File: config.mk
export PLATFORM = sky130hd
export DESIGN_NAME = flash_pe_sequencer
export DESIGN_NICKNAME = d
export VERILOG_FILES = /design/src/rtl/flash_pe_pkg.sv /design/src/rtl/flash_pe_lock.sv /design/src/rtl/flash_pe_page_buf.sv /design/src/rtl/flash_pe_sequencer.sv
export SDC_FILE = /design/constraint.sdc
export NUM_CORES = 2
export LEC_CHECK = 0
export BUFFER_PORTS_ARGS = -buffer_cell sky130_fd_sc_hd__buf_2
export CAP_MARGIN = 20
export CORE_ASPECT_RATIO = 1.5
export CORE_MARGIN = 8
export CORE_UTILIZATION = 60
export CTS_BUF_LIST = sky130_fd_sc_hd__clkbuf_8
export DETAILED_ROUTE_END_ITERATION = 12
export PLACE_DENSITY_LB_ADDON = 0.05
export SYNTH_ARGS = -nofsm -noshare
export SYNTH_HDL_FRONTEND = slang
export SYNTH_SLANG_ARGS = --single-unit
File: constraint.sdc
create_clock -name clk -period 3.5 [get_ports clk]
set_input_delay 0.525 -clock clk [delete_from_list [all_inputs] [get_ports clk]]
set_output_delay 0.525 -clock clk [all_outputs]
set_load 0.05 [all_outputs]
File: src/rtl/flash_pe_pkg.sv
package flash_pe_pkg;

    typedef enum logic [1:0] {
        OP_PROGRAM    = 2'd0,
        OP_SECT_ERASE = 2'd1,
        OP_CHIP_ERASE = 2'd2,
        OP_STAT_WRITE = 2'd3
    } fps_op_e;

    typedef enum logic [2:0] {
        ST_IDLE,
        ST_PROG,
        ST_ERASE,
        ST_STAT,
        ST_DONE
    } fps_state_e;

    typedef struct packed {
        logic prog;
        logic erase;
        logic stat;
    } fps_strobe_t;

    // Locking always grows down from the top sector, so the unlocked
    // sectors are exactly 0 .. free_sectors-1.
    function automatic int unsigned free_sectors(input logic [1:0] level,
                                                 input int unsigned nsect);
        case (level)
            2'd0:    return nsect;
            2'd1:    return nsect - nsect / 4;
            2'd2:    return nsect / 2;
            default: return 0;
        endcase
    endfunction

endpackage

File: src/rtl/flash_pe_lock.sv
module flash_pe_lock
    import flash_pe_pkg::*;
#(
    parameter int SECT_W = 2
) (
    input  logic [1:0]        level,
    input  logic [SECT_W-1:0] sect,
    output logic              locked,
    output logic [SECT_W:0]   n_free
);
    localparam int unsigned NSECT = 1 << SECT_W;

    assign n_free = (SECT_W + 1)'(free_sectors(level, NSECT));
    assign locked = ({1'b0, sect} >= n_free);
endmodule

File: src/rtl/flash_pe_page_buf.sv
module flash_pe_page_buf #(
    parameter int PAGE_W = 8
) (
    input  logic              clk,
    input  logic              rst,
    input  logic              load,
    input  logic [PAGE_W-1:0] load_off,
    input  logic              wr_en,
    input  logic [7:0]        wr_data,
    input  logic [PAGE_W-1:0] rd_idx,
    output logic [7:0]        rd_data,
    output logic [PAGE_W:0]   count
);
    localparam int PAGE = 1 << PAGE_W;
    localparam logic [PAGE_W:0] FULL = (PAGE_W + 1)'(PAGE);

    logic [7:0]        mem [PAGE];
    logic [PAGE_W-1:0] wptr;

    always_ff @(posedge clk) begin
        if (rst) begin
            wptr  <= '0;
            count <= '0;
        end else if (load) begin
            wptr  <= load_off;
            count <= '0;
        end else if (wr_en) begin
            wptr <= wptr + 1'b1;
            if (count != FULL) count <= count + 1'b1;
        end
    end

    always_ff @(posedge clk) begin
        if (wr_en && !load) mem[wptr] <= wr_data;
    end

    assign rd_data = mem[rd_idx];
endmodule

File: src/rtl/flash_pe_sequencer.sv
module flash_pe_sequencer
    import flash_pe_pkg::*;
#(
    parameter int ADDR_W    = 18,
    parameter int PAGE_W    = 8,
    parameter int SECT_W    = 2,
    parameter int PROG_CYC  = 4,
    parameter int ERASE_CYC = 40,
    parameter int STAT_CYC  = 16
) (
    input  logic              clk,
    input  logic              rst,
    input  logic              op_valid,
    input  logic [1:0]        op_code,
    input  logic              addr_valid,
    input  logic [ADDR_W-1:0] addr,
    input  logic              data_valid,
    input  logic [7:0]        data,
    input  logic              cs_rise,
    input  logic              cs_aligned,
    input  logic              wen,
    input  logic [1:0]        bp,
    input  logic              wp_lock,
    output logic              busy,
    output logic              done,
    output logic              arr_we,
    output logic [ADDR_W-1:0] arr_addr,
    output logic [7:0]        arr_wdata,
    output logic              arr_erase,
    output logic [SECT_W-1:0] arr_sector,
    output logic              sr_we,
    output logic [7:0]        sr_wdata
);
    localparam int TMR_MAX = (PROG_CYC > ERASE_CYC) ?
                             ((PROG_CYC > STAT_CYC) ? PROG_CYC : STAT_CYC) :
                             ((ERASE_CYC > STAT_CYC) ? ERASE_CYC : STAT_CYC);
    localparam int TMR_W  = $clog2(TMR_MAX + 1);
    localparam int STEP_W = ((PAGE_W > SECT_W) ? PAGE_W : SECT_W) + 1;

    fps_state_e        state;
    fps_op_e           cur_op;
    logic              op_seen, addr_seen, sr_seen;
    logic [ADDR_W-1:0] addr_q;
    logic [7:0]        sr_q;
    logic [TMR_W-1:0]  tmr, cyc_last;
    logic [STEP_W-1:0] step, last_step, nxt_last;
    logic [PAGE_W-1:0] run_off;
    logic [SECT_W-1:0] run_sect, tgt_sect;
    logic              tgt_locked, ok, launch, idle;
    logic [SECT_W:0]   n_free;
    logic [PAGE_W:0]   pb_count;
    logic [7:0]        pb_rdata;
    logic              pb_load, pb_wr;
    fps_state_e        nxt_state;
    fps_strobe_t       strb;

    assign idle     = (state == ST_IDLE);
    assign tgt_sect = addr_q[ADDR_W-1 -: SECT_W];

    flash_pe_lock #(.SECT_W(SECT_W)) u_lock (
        .level  (bp),
        .sect   (tgt_sect),
        .locked (tgt_locked),
        .n_free (n_free)
    );

    // Buffer capture only while collecting a program frame.
    assign pb_load = idle && !cs_rise && !op_valid && addr_valid && op_seen
                     && !addr_seen && (cur_op == OP_PROGRAM);
    assign pb_wr   = idle && !cs_rise && !op_valid && !addr_valid && data_valid
                     && op_seen && addr_seen && (cur_op == OP_PROGRAM);

    flash_pe_page_buf #(.PAGE_W(PAGE_W)) u_pbuf (
        .clk      (clk),
        .rst      (rst),
        .load     (pb_load),
        .load_off (addr[PAGE_W-1:0]),
        .wr_en    (pb_wr),
        .wr_data  (data),
        .rd_idx   (run_off),
        .rd_data  (pb_rdata),
        .count    (pb_count)
    );

    // Frame-end qualification per command class.
    always_comb begin
        ok        = 1'b0;
        nxt_state = ST_IDLE;
        nxt_last  = '0;
        unique case (cur_op)
            OP_PROGRAM: begin
                ok        = addr_seen && (pb_count != '0) && !tgt_locked;
                nxt_state = ST_PROG;
                nxt_last  = STEP_W'(pb_count) - STEP_W'(1);
            end
            OP_SECT_ERASE: begin
                ok        = addr_seen && !tgt_locked;
                nxt_state = ST_ERASE;
            end
            OP_CHIP_ERASE: begin
                ok        = (n_free != '0);
                nxt_state = ST_ERASE;
                nxt_last  = STEP_W'(n_free) - STEP_W'(1);
            end
            OP_STAT_WRITE: begin
                ok        = sr_seen && !wp_lock;
                nxt_state = ST_STAT;
            end
            default: ok = 1'b0;
        endcase
        launch = idle && cs_rise && cs_aligned && wen && op_seen && ok;
    end

    always_comb begin
        unique case (state)
            ST_PROG:  cyc_last = TMR_W'(PROG_CYC - 1);
            ST_ERASE: cyc_last = TMR_W'(ERASE_CYC - 1);
            ST_STAT:  cyc_last = TMR_W'(STAT_CYC - 1);
            default:  cyc_last = '0;
        endcase
    end

    always_ff @(posedge clk) begin
        if (rst) begin
            state     <= ST_IDLE;
            cur_op    <= OP_PROGRAM;
            op_seen   <= 1'b0;
            addr_seen <= 1'b0;
            sr_seen   <= 1'b0;
            addr_q    <= '0;
            sr_q      <= '0;
            tmr       <= '0;
            step      <= '0;
            last_step <= '0;
            run_off   <= '0;
            run_sect  <= '0;
        end else begin
            unique case (state)
                ST_IDLE: begin
                    if (cs_rise) begin
                        op_seen   <= 1'b0;
                        addr_seen <= 1'b0;
                        sr_seen   <= 1'b0;
                        if (launch) begin
                            state     <= nxt_state;
                            tmr       <= '0;
                            step      <= '0;
                            last_step <= nxt_last;
                            run_off   <= addr_q[PAGE_W-1:0];
                            run_sect  <= (cur_op == OP_CHIP_ERASE) ? '0 : tgt_sect;
                        end
                    end else if (op_valid) begin
                        cur_op    <= fps_op_e'(op_code);
                        op_seen   <= 1'b1;
                        addr_seen <= 1'b0;
                        sr_seen   <= 1'b0;
                    end else if (addr_valid && op_seen && !addr_seen) begin
                        addr_q    <= addr;
                        addr_seen <= 1'b1;
                    end else if (data_valid && op_seen && !sr_seen
                                 && (cur_op == OP_STAT_WRITE)) begin
                        sr_q    <= data;
                        sr_seen <= 1'b1;
                    end
                end
                ST_PROG, ST_ERASE, ST_STAT: begin
                    if (tmr == cyc_last) begin
                        tmr <= '0;
                        if (step == last_step) begin
                            state <= ST_DONE;
                        end else begin
                            step     <= step + 1'b1;
                            run_off  <= run_off + 1'b1;
                            run_sect <= run_sect + 1'b1;
                        end
                    end else begin
                        tmr <= tmr + 1'b1;
                    end
                end
                ST_DONE: state <= ST_IDLE;
                default: state <= ST_IDLE;
            endcase
        end
    end

    assign strb.prog  = (state == ST_PROG)  && (tmr == '0);
    assign strb.erase = (state == ST_ERASE) && (tmr == '0);
    assign strb.stat  = (state == ST_STAT)  && (tmr == '0);

    assign busy       = !idle;
    assign done       = (state == ST_DONE);
    assign arr_we     = strb.prog;
    assign arr_addr   = {addr_q[ADDR_W-1:PAGE_W], run_off};
    assign arr_wdata  = pb_rdata;
    assign arr_erase  = strb.erase;
    assign arr_sector = run_sect;
    assign sr_we      = strb.stat;
    assign sr_wdata   = sr_q;
endmodule

==> flow_summary.json <==
{
  "status": "finished, violations left",
  "violations": "setup timing",
  "clock-sinks": 2141,
  "gp_congestion": 0.911,
  "post-route-period-util": 1.25,
  "io_buffer_count": 79,
  "rsz0062_at_grt": "yes",
  "ys_seq_area_frac": 0.759,
  "cts_tree": "done",
  "drtPass1Iterations": 6,
  "synth_cells": 4338,
  "worst_ir_drop_vdd_uv": 442,
  "worstSetupPathType": "reg -> out",
  "final_layout_size_suffix_gt1_frac": 0.349,
  "cts_buffers": 318,
  "syn_nets": 4400,
  "fp.dieW_um": 321,
  "hold_slack_ns": 0.0941,
  "r2r-start": "state[2]",
  "grt_usage": 0.284,
  "hp-start": "data[5]",
  "numPlacedInstances": 6724,
  "startpoint_type": "flop",
  "fill_cells": 8500,
  "hold_path.class": "in -> reg",
  "overflow": 0,
  "grt_pass1_vias": 47600,
  "ys.flop_type": "edfxtp_1",
  "drv_slew": 0,
  "antenna_found_initial": 5,
  "yosysUniqueCellTypes": 66,
  "final_cell_count_no_fill": 7382,
  "critPathCaptureType": "output pin",
  "nNetsFinal": 5360,
  "syn_area_um2": 83500,
  "multi_input_area_um2": 20100,
  "grt_max_degree": 112,
  "h-tree-depth": 5,
  "cap_violations": 0,
  "wl_per_cell_um": 29.3,
  "fmaxAchievable_mhz": 228,
  "die-height_um": 473,
  "cp_max_fo": 13,
  "vias": 46200,
  "clk_pin_slew_worst_paths_ns": 0.06,
  "die_area_um2": 152000,
  "avgViaCountPerCell": 6.26,
  "finalCriticalPeriod_ns": 4.38,
  "critPathRequiredTime_ns": 2.97,
  "synth_edf_count": 2048,
  "critPathArrivalTime_ns": 3.85,
  "worstSkewPairLatency_ns": 1.05,
  "std_cell_rows": 167,
  "layout_setup_ws_ns": -0.878,
  "async_reset_ff_frac": 0,
  "final.setup_skew_ns": 0.0538,
  "grt_pass1_wl_um": 314000,
  "synth_area_per_cell_um2": 19.2,
  "ios": 80,
  "drtIter0Drc": 4579,
  "regArea_um2": 63400,
  "hpwlAfterDp_um": 140000,
  "ant_nets": 0,
  "final-hold-violation-count": 0,
  "slew_headroom": 0.313,
  "area_growth_pct": 19.8,
  "start_util": 0.605,
  "clk_path_buf_depth": 4,
  "setup_viol": 8,
  "p_per_area_nw_per_um2": 471,
  "ys_ff_latch": 2141,
  "p_leak_nw": 32.3,
  "drc_errors": 0,
  "drt_wl_total_um": 216000,
  "synth_warnings": 0,
  "worst_pin_slew_ns": 1.03,
  "cts_root_buffer": "clkbuf_8",
  "core-area_um2": 138000
}
## per-layer routing
| metal | vias to the layer above | part of all wire | track usage |
|---|---|---|---|
| met2 | 2055 | 0.53 | 0.494 |
| met3 | 421 | 0.068 | 0.0487 |
| met5 | - | 0.000060 | 0 |
| met4 | 2 | 0.042 | 0.121 |
| li1 | 19700 | - | - |
| met1 | 24000 | 0.36 | 0.352 |
## flip-flops by register name (all words and copies together) (netlist names), 2 cells and up, named ones only
name	cells
last_step	9
cur_op	2
u_pbuf.count	9
sr_wdata	8
run_off	8
state	3
u_pbuf.wptr	8
step	9
u_pbuf.mem	2048
arr_sector	2
addr_q	18
tmr	6
## final timing paths
path	end	slack, ns	depth (start not counted)
worst max-delay path	arr_wdata[6]	-0.88	13
worst min-delay path	u_pbuf.mem[56][5]	0.09	1
worst max register to register	u_pbuf.mem[119][1]	0.32	7
worst min register to register	addr_q[15]	0.45	2
## worst max-delay path, stage by stage, from the launching register on
cell        delay (ns)
dfxtp_4           0.37
buf_12            0.16
buf_12            0.15
buf_12            0.15
buf_12            0.16
clkinvlp_4        0.10
nor2_1            0.05
buf_4             0.16
a22oi_2           0.17
nand3_2           0.14
o31ai_4           0.49
o41ai_4           0.17
nor3_4            0.29
buf_6             0.21
## power breakdown
part           leakage [nW]  internal, mW  switching [mW]
Sequential             19.2          28.0         0.00581
Clock                  3.22          9.29            9.17
Combinational          9.94         0.123           0.501
## synthesized netlist by cell type, drive strengths merged, types with 17 or more instances
cell type  count  area (µm²)
a211oi        31         233
a21oi        161         806
a22oi        162        1220
a31oi         20         125
buf          103         563
clkbuf       166         624
dfxtp         93        1860
edfxtp      2048       61500
ha            23         288
inv           26        97.6
mux2i        146        1460
mux4         445       10000
nand2        137         514
nand3         43         215
nand4         17         106
nor2         359        1350
nor3          26         135
nor4          32         200
o21ai         52         260
o221ai        22         193
o22ai         25         156
xor2          21         184
## placed cells by master, fill, tap and decap left out, types with 23 or more instances in the layout
| master | count |
|---|---|
| mux2i_1 | 142 |
| dlygate4sd3_1 | 34 |
| clkinv_2 | 39 |
| clkbuf_8 | 331 |
| buf_12 | 80 |
| a211oi_1 | 27 |
| nand2_1 | 134 |
| ha_1 | 23 |
| nand3_1 | 39 |
| a22oi_2 | 52 |
| a22oi_1 | 110 |
| dfxtp_1 | 87 |
| buf_2 | 60 |
| nor2_1 | 353 |
| mux4_2 | 445 |
| inv_1 | 115 |
| a21oi_1 | 115 |
| buf_4 | 661 |
| edfxtp_1 | 2048 |
| o21ai_0 | 45 |
| clkinv_1 | 68 |
| buf_6 | 36 |
| a21oi_2 | 36 |
| o22ai_1 | 23 |
## area by class of cell
type                    count  share of cell area
diodes                      3           0.0000751
clock buffers             326              0.0449
clock inverters           216              0.0114
inverters                  26             0.00101
multi-input cells        1902               0.201
flip-flops and latches   2141               0.634
well taps                1859              0.0233
repair buffers            909              0.0844
## kinds of logic (layout without fill, tap and decap cells)
kind of cell | after synthesis | after routing | share of synthesized area
AO/OA/AOI/OAI | 552 | 552 | 0.0439
flip-flops | 2141 | 2141 | 0.759
AND/OR/NAND/NOR | 705 | 705 | 0.0375
buffers and inverters | 295 | 1477 | 0.0154
adder cells (fa/ha/maj) | 23 | 23 | 0.00345
other | 0 | 3 | 0
XOR/XNOR | 25 | 25 | 0.00262
multiplexers | 597 | 597 | 0.138
## stage by stage
step                utilization  setup slack, ns  area, µm²  setup TNS [ns]  power, mW
floorplan                     -          -0.0481      83600         -0.0481       28.7
global placement          0.663           -0.789      91600           -4.60       29.2
detailed placement        0.663           -0.831      91600           -4.80       29.2
CTS                       0.719           -0.945      99400           -7.27       47.4
global route              0.724           -0.972     100000           -7.47       48.5
finish                    0.724           -0.878     100000           -6.68       47.1
## repair_timing
| item | in CTS | in global routing |
|---|---|---|
| endpoints found under the hold margin | 148 | 0 |
| buffers inserted | 44 | 29 |
| hold buffers | 34 | 0 |
| gates cloned | 10 | 3 |
| gates resized for setup | 239 | 71 |
| pin swaps | 56 | 29 |
| endpoints found under the setup margin | 11 | 9 |
Power figures use the tool's default switching activity.
